`src/rtl/pad_cfg_pkg.sv`:
```
package pad_cfg_pkg;

    localparam int ADDR_W = 12;
    localparam int DATA_W = 32;
    localparam int PINS_DEFAULT = 8;

    localparam logic [DATA_W-1:0] UNLOCK_KEY = 32'h0ACC_E551;

    localparam logic [ADDR_W-1:0] OFS_ALTFN  = 12'h420;
    localparam logic [ADDR_W-1:0] OFS_LOCK   = 12'h520;
    localparam logic [ADDR_W-1:0] OFS_COMMIT = 12'h524;
    localparam logic [ADDR_W-1:0] OFS_PLAIN_BASE = 12'h500;
    localparam logic [ADDR_W-1:0] OFS_ANALOG = 12'h528;

    typedef enum logic [3:0] {
        PR_DRV2   = 4'd0,
        PR_DRV4   = 4'd1,
        PR_DRV8   = 4'd2,
        PR_ODRAIN = 4'd3,
        PR_PULLUP = 4'd4,
        PR_PULLDN = 4'd5,
        PR_SLEW   = 4'd6,
        PR_DIGEN  = 4'd7,
        PR_ANAEN  = 4'd8
    } plain_idx_e;

    localparam int NUM_PLAIN = 9;

    typedef struct packed {
        logic       hit;
        logic [3:0] idx;
    } plain_hit_t;

    // Offset of a plain register: a contiguous run of words, then the analog enable.
    function automatic logic [ADDR_W-1:0] plain_offset(input int idx);
        if (idx == NUM_PLAIN - 1)
            return OFS_ANALOG;
        return OFS_PLAIN_BASE + ADDR_W'(idx * 4);
    endfunction

    function automatic plain_hit_t decode_plain(input logic [ADDR_W-1:0] a);
        plain_hit_t r;
        r = '0;
        for (int i = 0; i < NUM_PLAIN; i++) begin
            if (a == plain_offset(i)) begin
                r.hit = 1'b1;
                r.idx = 4'(i);
            end
        end
        return r;
    endfunction

endpackage

```
`src/rtl/pad_cfg_lock.sv`:
```
module pad_cfg_lock
    import pad_cfg_pkg::*;
#(
    parameter int PINS = PINS_DEFAULT
) (
    input  logic              clk,
    input  logic              rst,
    input  logic              lock_wr,
    input  logic              commit_wr,
    input  logic [DATA_W-1:0] wdata,
    output logic              locked,
    output logic [PINS-1:0]   commit
);

    always_ff @(posedge clk) begin
        if (rst) begin
            locked <= 1'b1;
            commit <= '1;
        end else begin
            if (lock_wr)
                locked <= (wdata != UNLOCK_KEY);
            if (commit_wr && !locked)
                commit <= wdata[PINS-1:0];
        end
    end

    AST_RESET_STATE: assert property (@(posedge clk)
        rst |=> (locked && (commit == '1)));

    AST_UNLOCK_ON_KEY: assert property (@(posedge clk) disable iff (rst)
        (lock_wr && (wdata == UNLOCK_KEY)) |=> !locked);

    AST_RELOCK_ON_OTHER: assert property (@(posedge clk) disable iff (rst)
        (lock_wr && (wdata != UNLOCK_KEY)) |=> locked);

    AST_COMMIT_FROZEN: assert property (@(posedge clk) disable iff (rst)
        locked |=> (commit == $past(commit)));

endmodule

```
`src/rtl/pad_cfg_altfn.sv`:
```
module pad_cfg_altfn
    import pad_cfg_pkg::*;
#(
    parameter int PINS = PINS_DEFAULT
) (
    input  logic            clk,
    input  logic            rst,
    input  logic            wr_en,
    input  logic [PINS-1:0] wdata,
    input  logic [PINS-1:0] commit,
    output logic [PINS-1:0] alt_q
);

    always_ff @(posedge clk) begin
        if (rst)
            alt_q <= '0;
        else if (wr_en)
            alt_q <= (alt_q & ~commit) | (wdata & commit);
    end

    AST_ALTFN_GATED: assert property (@(posedge clk) disable iff (rst)
        wr_en |=> (((alt_q ^ $past(alt_q)) & ~$past(commit)) == '0));

    AST_ALTFN_IDLE: assert property (@(posedge clk) disable iff (rst)
        !wr_en |=> $stable(alt_q));

endmodule

```
`src/rtl/pad_cfg_plain_bank.sv`:
```
module pad_cfg_plain_bank
    import pad_cfg_pkg::*;
#(
    parameter int PINS = PINS_DEFAULT,
    parameter int NREG = NUM_PLAIN
) (
    input  logic                       clk,
    input  logic                       rst,
    input  logic                       wr_en,
    input  logic [3:0]                 wr_idx,
    input  logic [PINS-1:0]            wdata,
    output logic [NREG-1:0][PINS-1:0]  regs_q
);

    for (genvar g = 0; g < NREG; g++) begin : g_reg
        always_ff @(posedge clk) begin
            if (rst)
                regs_q[g] <= '0;
            else if (wr_en && (wr_idx == 4'(g)))
                regs_q[g] <= wdata;
        end

        AST_PLAIN_LOAD: assert property (@(posedge clk) disable iff (rst)
            (wr_en && (wr_idx == 4'(g))) |=> (regs_q[g] == $past(wdata)));

        AST_PLAIN_HOLD: assert property (@(posedge clk) disable iff (rst)
            !(wr_en && (wr_idx == 4'(g))) |=> $stable(regs_q[g]));
    end

endmodule

```
`src/rtl/pad_cfg_top.sv`:
```
module pad_cfg_top
    import pad_cfg_pkg::*;
#(
    parameter int PINS = PINS_DEFAULT
) (
    input  logic              clk,
    input  logic              rst,
    input  logic              wr_en,
    input  logic [ADDR_W-1:0] addr,
    input  logic [DATA_W-1:0] wdata,
    output logic [DATA_W-1:0] rdata,
    output logic [PINS-1:0]   alt_func,
    output logic [PINS-1:0]   drive_2ma,
    output logic [PINS-1:0]   drive_4ma,
    output logic [PINS-1:0]   drive_8ma,
    output logic [PINS-1:0]   open_drain,
    output logic [PINS-1:0]   pull_up,
    output logic [PINS-1:0]   pull_down,
    output logic [PINS-1:0]   slew_ctl,
    output logic [PINS-1:0]   dig_en,
    output logic [PINS-1:0]   ana_en
);

    plain_hit_t                      hit;
    logic                            locked;
    logic [PINS-1:0]                 commit;
    logic [PINS-1:0]                 alt_q;
    logic [NUM_PLAIN-1:0][PINS-1:0]  plain_q;

    assign hit = decode_plain(addr);

    pad_cfg_lock #(.PINS(PINS)) u_lock (
        .clk       (clk),
        .rst       (rst),
        .lock_wr   (wr_en && (addr == OFS_LOCK)),
        .commit_wr (wr_en && (addr == OFS_COMMIT)),
        .wdata     (wdata),
        .locked    (locked),
        .commit    (commit)
    );

    pad_cfg_altfn #(.PINS(PINS)) u_altfn (
        .clk    (clk),
        .rst    (rst),
        .wr_en  (wr_en && (addr == OFS_ALTFN)),
        .wdata  (wdata[PINS-1:0]),
        .commit (commit),
        .alt_q  (alt_q)
    );

    pad_cfg_plain_bank #(.PINS(PINS), .NREG(NUM_PLAIN)) u_bank (
        .clk    (clk),
        .rst    (rst),
        .wr_en  (wr_en && hit.hit),
        .wr_idx (hit.idx),
        .wdata  (wdata[PINS-1:0]),
        .regs_q (plain_q)
    );

    always_comb begin
        rdata = '0;
        if (hit.hit)
            rdata = DATA_W'(plain_q[hit.idx]);
        else if (addr == OFS_ALTFN)
            rdata = DATA_W'(alt_q);
        else if (addr == OFS_LOCK)
            rdata = DATA_W'(locked);
        else if (addr == OFS_COMMIT)
            rdata = DATA_W'(commit);
    end

    assign alt_func   = alt_q;
    assign drive_2ma  = plain_q[PR_DRV2];
    assign drive_4ma  = plain_q[PR_DRV4];
    assign drive_8ma  = plain_q[PR_DRV8];
    assign open_drain = plain_q[PR_ODRAIN];
    assign pull_up    = plain_q[PR_PULLUP];
    assign pull_down  = plain_q[PR_PULLDN];
    assign slew_ctl   = plain_q[PR_SLEW];
    assign dig_en     = plain_q[PR_DIGEN];
    assign ana_en     = plain_q[PR_ANAEN];

    AST_RDATA_NARROW: assert property (@(posedge clk) disable iff (rst)
        rdata[DATA_W-1:PINS] == '0);

    AST_OUT_MATCHES_READ: assert property (@(posedge clk) disable iff (rst)
        (addr == OFS_ALTFN) |-> (rdata[PINS-1:0] == alt_func));

endmodule

```
`config.mk`:
```
export PLATFORM = sky130hd
export DESIGN_NAME = pad_cfg_top
export DESIGN_NICKNAME = d
export VERILOG_FILES = /design/src/rtl/pad_cfg_pkg.sv /design/src/rtl/pad_cfg_lock.sv /design/src/rtl/pad_cfg_altfn.sv /design/src/rtl/pad_cfg_plain_bank.sv /design/src/rtl/pad_cfg_top.sv
export SDC_FILE = /design/constraint.sdc
export NUM_CORES = 1
export LEC_CHECK = 0
export BUFFER_PORTS_ARGS = -buffer_cell sky130_fd_sc_hd__buf_2
export CAP_MARGIN = 20
export CORE_MARGIN = 2
export CORE_UTILIZATION = 54
export CTS_CLUSTER_DIAMETER = 80
export CTS_CLUSTER_SIZE = 25
export DETAILED_ROUTE_END_ITERATION = 12
export PLACE_DENSITY = 0.95
export SLEW_MARGIN = 20
export SYNTH_ARGS = -nofsm -noshare
export SYNTH_HDL_FRONTEND = slang
export SYNTH_SLANG_ARGS = --single-unit
```
`constraint.sdc`:
```
create_clock -name clk -period 4.7 [get_ports clk]
set_input_delay 0.47 -clock clk [delete_from_list [all_inputs] [get_ports clk]]
set_output_delay 0.47 -clock clk [all_outputs]
set_load 0.05 [all_outputs]
```
* Word level (Yosys, flattened, before mapping)
Index checks and enable logic that the tools add are counted.
W data, S select, Z words.
** Cells by class
- Order comparisons :: 1
- Bitwise gates (word level) :: 4
- Mux-type cells :: 15
- Eq/ne operators :: 21
- Reduce and logical (&&, ||, !) cells :: 16
** Operators with widths (number)
- $eq A12 B11 Y1 const B :: 12
- $mux W5 :: 9
- $mux W8 :: 5
- $bmux W8 S4 :: 1
- $ne A32 B28 Y1 const B :: 1
- $and A8 B8 Y8 :: 2
- $eq A4 B3 Y1 const B :: 4
- $logic_and A1 B1 Y1 :: 14
- $eq A4 B2 Y1 const B :: 2
- $not A8 Y8 :: 1
- $or A8 B8 Y8 :: 1
- $lt A4 B5 Y1 const B :: 1
- $eq A4 B1 Y1 const B :: 1
- $eq A4 B4 Y1 const B :: 1
- $logic_not A4 Y1 :: 1
- $logic_not A1 Y1 :: 1
** Storage, ports and cells
- Bits in registers :: 89
- Word-level logic and storage cells :: 69

* Depth between registers and ports, before layout
Gate-level depths: netlist of run 1.
- Depth in word-level cells :: 13
- Mapped depth :: 8
- Gate-level depth less buffers :: 5

* Modules after synthesis
Synthesis of run 1 repeated with hierarchy kept, for this count alone.
** Second synthesis, totals
- Cells, all modules :: 520
- Area, all modules :: 4901.0 um2
** By module, submodules not included
- pad_cfg_plain_bank :: seq. area each 1441.4 um2, area each 2884.0 um2, instances 1, cells each 260
- pad_cfg_top :: seq. area each 0.0 um2, area each 1231.2 um2, instances 1, cells each 182
- pad_cfg_lock :: seq. area each 180.2 um2, area each 439.2 um2, instances 1, cells each 43
- pad_cfg_altfn :: seq. area each 160.2 um2, area each 346.6 um2, instances 1, cells each 35

* Least setup slack after synthesis of run 1
OpenSTA, ideal clock, no wires.
- Path kind :: input port to output port
- From :: input port addr[2]
- To :: output port rdata[0]
- Data arrival time :: 2731 ps
- Path buffers :: 1
- Path slack :: 1499 ps
- Stages :: 6
- Cells stage by stage :: clkbuf_1 > or3b_2 > a2111oi_4 > a21o_1 > a21oi_1 > a41oi_1
** Between the ends
- Word-level cells in the longest chain between the ends :: 12
- Elaborated cells between the ends (all ways) :: 27
- Classes of those cells :: 12 x eq/ne; 15 x mux
** Ends and longest elaborated chain
- start, declared :: line pad_cfg_top.sv:9 : input logic [ADDR_W-1:0] addr,
- $eq A12 B11 Y1 :: line pad_cfg_pkg.sv:45 : if (a == plain_offset(i)) begin
- $mux W5 (8 in a row) :: line pad_cfg_pkg.sv:45
- $bmux W8 S4 :: line pad_cfg_top.sv:63 : rdata = DATA_W'(plain_q[hit.idx]);
- $mux W8 (not written as such) :: line pad_cfg_top.sv:63
- $mux W8 (*) :: line pad_cfg_top.sv:62 : if (hit.hit)
- end, declared :: line pad_cfg_top.sv:11 : output logic [DATA_W-1:0] rdata,
Every way passes the cells marked *; elsewhere a longest branch is shown, timed or not. The select of a mux whose other input is x is not followed.

* Final worst setup path of run 1
- From :: input port addr[9]
- To :: output port rdata[3]
The elaborated chain is that of the path after synthesis.

==> results.cfg, run 1 <==
[run_status]
status = finished, final reports clean

[min_path]
hold_path_end = u_bank.regs_q[35]
hold_depth = 2
min_from = u_bank.regs_q[35]
holdCritPathClass = flip-flop to flip-flop

[clocking]
cts_buffer_depth = 2
ctsResizeCount = 0
ctsHoldBuffers = 0
clkTransAtPathRegs_ns = 0.08
htreeDepth = 3
cts_tree = yes
numCtsBuffers = 9
clockRootBuffer = clkbuf_8
cts_sinks = 89
clk_latency_ns = 0.36
post_cts_buffers = 0

[setup_path]
cp_max_fo = 8
critPathKind = input port to output pin
worstSetupEndpointType = output pin
cpMostUsedCell = buf_2
path_buf_inv = 2
r2r_cells = 4
r2r_end = u_lock.commit[1]
crit_slowest_cell = nor3_1
rrSetupSlack_ns = 3.27
crit_required_ns = 4.23
critPathMaxStageDelay_ns = 0.78
crit_arrival_ns = 3.19
start_kind = input port
path_cells = buf_2 -> nor4b_1 -> nand2_1 -> nor3_1 -> o221ai_1 -> a31oi_1 -> buf_2
rr_startpoint = u_lock.locked
crit_family = simple AND/OR/NAND/NOR gates

[drt]
ant_nets = 0
drtPass1Iterations = 6
drt-total-wl_um = 14450
vias = 4572
viasPerCell = 6.204
avgRoutedWirePerCell_um = 19.60
post-route-drc-count = 0
initialDrtViolationCount = 477

[timing]
finClkSkew_ns = 0.005623
fin_setup_tns_ns = 0
period_share = 0.7794
final_max_slew_viol_count = 0
grt_setup_unrepaired = no
slew_headroom = 0.3873
fin_crit_ns = 3.663
tightest_slew_ns = 0.9141
setup_viol = 0
hold_viol_final = 0
fmax_ghz = 0.2730

[synth]
ys_seq_elements = 89
synthCells = 520
synth_edf_count = 0
ys.warnings.count = 0
avgSynthCellArea_um2 = 8.799
netlist-cell-type-count = 44
synthArstFlopShare = 0
synthFlopType = dfxtp_1
syn_area_um2 = 4576
synth_seq_area_share = 0.3894

[floorplanning]
die_h_um = 96.05
initial_core_util = 0.5569
coreArea_um2 = 8217
pin_count = 159
dieWidth_um = 96.05
rows = 33
design.die.area_um2 = 9226

[placement]
gp_congestion = 1.003
placement.io_buffers = 134
dpl.hpwl_um = 10110

[power_and_ir_drop]
cellPowerDensity_nw_per_um2 = 285.5
vdd_drop_max_mv = 0.2185
leakage_nw = 2.406

[finish]
fin_nets = 674
antenna_cells = 0
area.growth.synth_to_final_pct = 17.97
drive_gt1_frac = 0.2753
final_util = 0.6569

[global_route]
antenna_found_initial = 0
grt_usage = 0.3078
grt_max_degree = 90
grt_pass1_vias = 4089
grt_pass1_wl_um = 21560
grt-ovfl-total = 0

[flow_run]
max-cap-violations = 0
[metal layers]
| layer | vias up | GRT usage | wire length [um] |
|---|---|---|---|
| li1 | 2042 | - | - |
| met1 | 2161 | 0.4149 | 5508 |
| met2 | 318 | 0.4832 | 6770 |
| met3 | 51 | 0.05325 | 1693 |
| met4 | 0 | 0.1357 | 473 |
| met5 | - | 0 | 0 |
[worst max path at each step]
stage	startpoint	to	slack (ns)	cells past startpoint
6_report	addr[9]	rdata[3]	1.04	7
5_1_grt	addr[2]	rdata[0]	0.80	6
4_1_cts	addr[9]	rdata[0]	1.11	7
3_5_place_dp	addr[9]	rdata[0]	1.12	7
3_3_place_gp	addr[9]	rdata[0]	1.24	7
2_1_floorplan	addr[2]	rdata[0]	1.50	6
[power by group]
group	internal [W]	switching [W]	leakage [nW]
Sequential	0.000753	0.0000000703	0.717
Combinational	0.0000323	0.000117	1.57
Clock	0.000367	0.000271	0.120
[cells by family (layout without fill, tap and decap cells)]
kind of cell,after synthesis,count (layout),synth area share
buffers and inverters,68,157,0.07875
DFF,89,89,0.3894
AOI/OAI and AO/OA,114,114,0.1600
and+or+nand+nor,175,175,0.2070
other,1,24,0.0008196
muxes,73,73,0.1641
[stage by stage]
stage                     setup WS [ns]  hold slack (ns)  cell area [um2]  std cells  total power [W]
after detailed placement          1.121           0.4559             5154        721        0.0009155
after global placement            1.236           0.4621             5154        721        0.0009125
after CTS                         1.109           0.4671             5398        737         0.001535
after global routing             0.7976           0.5109             5398        737         0.001576
final                             1.037           0.4672             5398        737         0.001541
after floorplan                   1.499           0.4854             4662        543        0.0008903
[synth_stat cells (2+ instances only)]
cell / number / area (um2)
a21oi_1: 36 / 180.2
nor4b_1: 3 / 26.28
nand4_1: 13 / 81.33
a211o_1: 8 / 70.07
o21ai_0: 19 / 95.09
and3_1: 3 / 18.77
nand3_1: 17 / 85.08
inv_1: 4 / 15.01
nor4bb_1: 5 / 50.05
nor2_2: 3 / 18.77
mux2_2: 6 / 67.56
o22ai_1: 12 / 75.07
nor3_1: 3 / 15.01
nor4_1: 4 / 25.02
nor2_1: 54 / 202.7
clkbuf_1: 35 / 131.4
nor2b_1: 11 / 68.82
nor4_4: 4 / 85.08
buf_4: 25 / 187.7
o21a_1: 5 / 37.54
nand2b_1: 4 / 25.02
a22oi_1: 7 / 52.55
or4b_1: 2 / 20.02
a31oi_1: 8 / 50.05
dfxtp_1: 89 / 1782
buf_2: 3 / 15.01
o221ai_1: 8 / 70.07
a21o_1: 8 / 60.06
nand2_1: 40 / 150.1
mux2i_1: 66 / 660.6
or4_1: 2 / 15.01
[worst min-delay path: stages (launching register included)]
cell     delay (ns)
dfxtp_1        0.32
nand2_1        0.05
a21oi_1        0.05
[sequential cells by signal, indices dropped and copies added (netlist names), named ones only]
register       cells
u_lock.locked      1
u_lock.commit      8
u_bank.regs_q     72
[layout by cell type (no fill, tap or decap), types with 8 or more instances in the layout]
master / netlist / final
o21ai_0: 19 / 19
a21o_1: 8 / 8
buf_2: 3 / 134
o22ai_1: 12 / 12
dfxtp_1: 89 / 89
mux2i_1: 66 / 66
o221ai_1: 8 / 8
a21oi_1: 36 / 36
nor2b_1: 11 / 11
conb_1: 1 / 24
nand4_1: 13 / 13
clkbuf_8: 0 / 10
a31oi_1: 8 / 8
nand2_1: 40 / 40
a211o_1: 8 / 8
nand3_1: 17 / 17
nor2_1: 54 / 54
[final cells by class]
cell class | count | area (um2)
clock buffers | 11 | 141.4
clock inverters | 5 | 102.6
fillers | 640 | 2819
inverters | 4 | 15.01
multi-input cells | 386 | 2532
flip-flops and latches | 89 | 1782
well taps | 105 | 131.4
repair buffers | 137 | 693.2
Note: power is estimated with default switching activity, not from simulation.
==> inputs of run 2 (changes only) <==
CORE_UTILIZATION = 46   (was 54)
PLACE_DENSITY = 0.87   (was 0.95)
clock period = 3.1 ns   (was 4.7 ns; I/O delays follow)
==> results.cfg, run 2 (synthesis results as in run 1) <==
[run_status]
status = finished, final reports clean

[drt]
wl_met3_um = 1290
route.met2.wl_um = 6957
avgRoutedWirePerCell_um = 19.19
initialDrtViolationCount = 380
vias = 4476
viasPerCell = 5.768
wl_met1_um = 6325
drt-total-wl_um = 14890
highest_layer = met4
drtPass1Iterations = 5
post-route-drc-count = 0
ant_nets = 0

[clocking]
clk_latency_ns = 0.38
htreeDepth = 3
clockRootBuffer = clkbuf_8
post_cts_buffers = 0
ctsResizeCount = 0
cts_tree = yes
ctsHoldBuffers = 0
cts_buffer_depth = 2
cts_sinks = 89
clkTransAtPathRegs_ns = 0.09
numCtsBuffers = 9

[setup_path]
crit_slowest_cell = a2111oi_4
crit_arrival_ns = 2.44
critPathMaxStageDelay_ns = 0.60
path_cells = buf_2 -> or3b_2 -> a2111oi_4 -> a21o_1 -> a22oi_1 -> a31oi_1 -> buf_2
cp_max_fo = 12
start_kind = input port
cpMostUsedCell = buf_2
r2r_end = u_lock.commit[4]
rrSetupSlack_ns = 1.73
critPathKind = input port to output pin
r2r_cells = 4
crit_required_ns = 2.79
worstSetupEndpointType = output pin
rr_startpoint = u_lock.locked

[power_and_ir_drop]
clkPwrFrac = 0.369
comb_power_share = 0.108
seqPwrFrac = 0.523
p_int_w = 0.001589
power.switching_w = 0.0005970
swShare = 0.2731
leakage_nw = 2.441
vdd_drop_max_mv = 0.2355
cellPowerDensity_nw_per_um2 = 398.4

[placement]
placement.io_buffers = 134
placed_cells = 761
dpl.hpwl_um = 10570
post_dp_cell_area_um2 = 5291
gp_congestion = 0.9506

[timing]
setup_viol = 0
grt_setup_unrepaired = no
fmax_ghz = 0.3634
final_max_slew_viol_count = 0
fin_setup_tns_ns = 0
fin_crit_ns = 2.752
hold_viol_final = 0
slew_headroom = 0.4395
period_share = 0.8878
finClkSkew_ns = 0.01110
tightest_slew_ns = 0.8407

[global_route]
grt_pass1_vias = 4114
grt_usage = 0.2693
grt_pass1_wl_um = 23000
grt_max_degree = 48
antenna_found_initial = 0
grt-ovfl-total = 0

[finish]
largest_reg_flops = 72
final_util = 0.5639
reg_top3 = u_bank.regs_q (72), u_lock.commit (8), u_lock.locked (1)
layout_commonest_cell = buf_2
area.growth.synth_to_final_pct = 19.91
stdcell_count = 776
stdcell_area_um2 = 5487
fin_nets = 686
drive_gt1_frac = 0.2877
regMostFlops = u_bank.regs_q
antenna_cells = 0
final_cell_mix = buf_2 (134), dfxtp_1 (89), mux2i_1 (66), nor2_1 (54), nand2_1 (40)

[floorplanning]
dieWidth_um = 103.7
pin_count = 159
initial_core_util = 0.4703
rows = 36
die_h_um = 103.7
coreArea_um2 = 9729
design.die.area_um2 = 10760

[min_path]
holdCritPathClass = input port to flip-flop
hold_depth = 3
min_from = wdata[2]
hold_path_end = u_bank.regs_q[42]

[flow_run]
max-cap-violations = 0
run 2: layout make-up:
class	count	area, um2
timing repair buffer	149	795.8
clock inverter	4	53.80
multi-input combinational	386	2532
fill	907	4243
tap	133	166.4
sequential	89	1782
clock buffer	11	141.4
inverter	4	15.01
run 2: power groups by stage:
| stage | logic [W] | clock network (W) | registers [W] |
|---|---|---|---|
| global route | 0.000247 | 0.000866 | 0.00114 |
| detailed placement | 0.000232 | 0 | 0.00117 |
| CTS | 0.000233 | 0.000806 | 0.00114 |
| floorplan | 0.000180 | 0 | 0.00117 |
| global placement | 0.000229 | 0 | 0.00117 |
| finish | 0.000237 | 0.000807 | 0.00114 |
run 2: routing by layer:
layer | GRT usage | up-vias
met5 | 0 | -
met4 | 0.08494 | 0
met3 | 0.06671 | 26
met2 | 0.4238 | 245
met1 | 0.3641 | 2135
li1 | - | 2070
run 2: stage by stage:
stage | hold slack (ns) | worst slack, ns | power [W]
after floorplan | 0.4279 | 0.2185 | 0.001350
after global placement | 0.4578 | 0.4076 | 0.001399
after detailed placement | 0.4642 | 0.3769 | 0.001401
after CTS | 0.3337 | 0.3874 | 0.002181
after global routing | 0.3291 | 0.2267 | 0.002255
final | 0.3412 | 0.3479 | 0.002186
run 2: worst max path at each step:
stage	start	end	slack, ns
floorplan	addr[2]	rdata[0]	0.22
global placement	addr[2]	rdata[0]	0.41
detailed placement	addr[9]	u_bank.regs_q[44]	0.38
CTS	addr[2]	rdata[6]	0.39
global route	addr[2]	rdata[5]	0.23
finish	addr[2]	rdata[6]	0.35
run 2: critical path, delay by kind of cell:
family                 cells  cell delay, ns
and+or+nand+nor            1            0.53
buffers and inverters      2            0.52
AOI/OAI and AO/OA          4            1.07
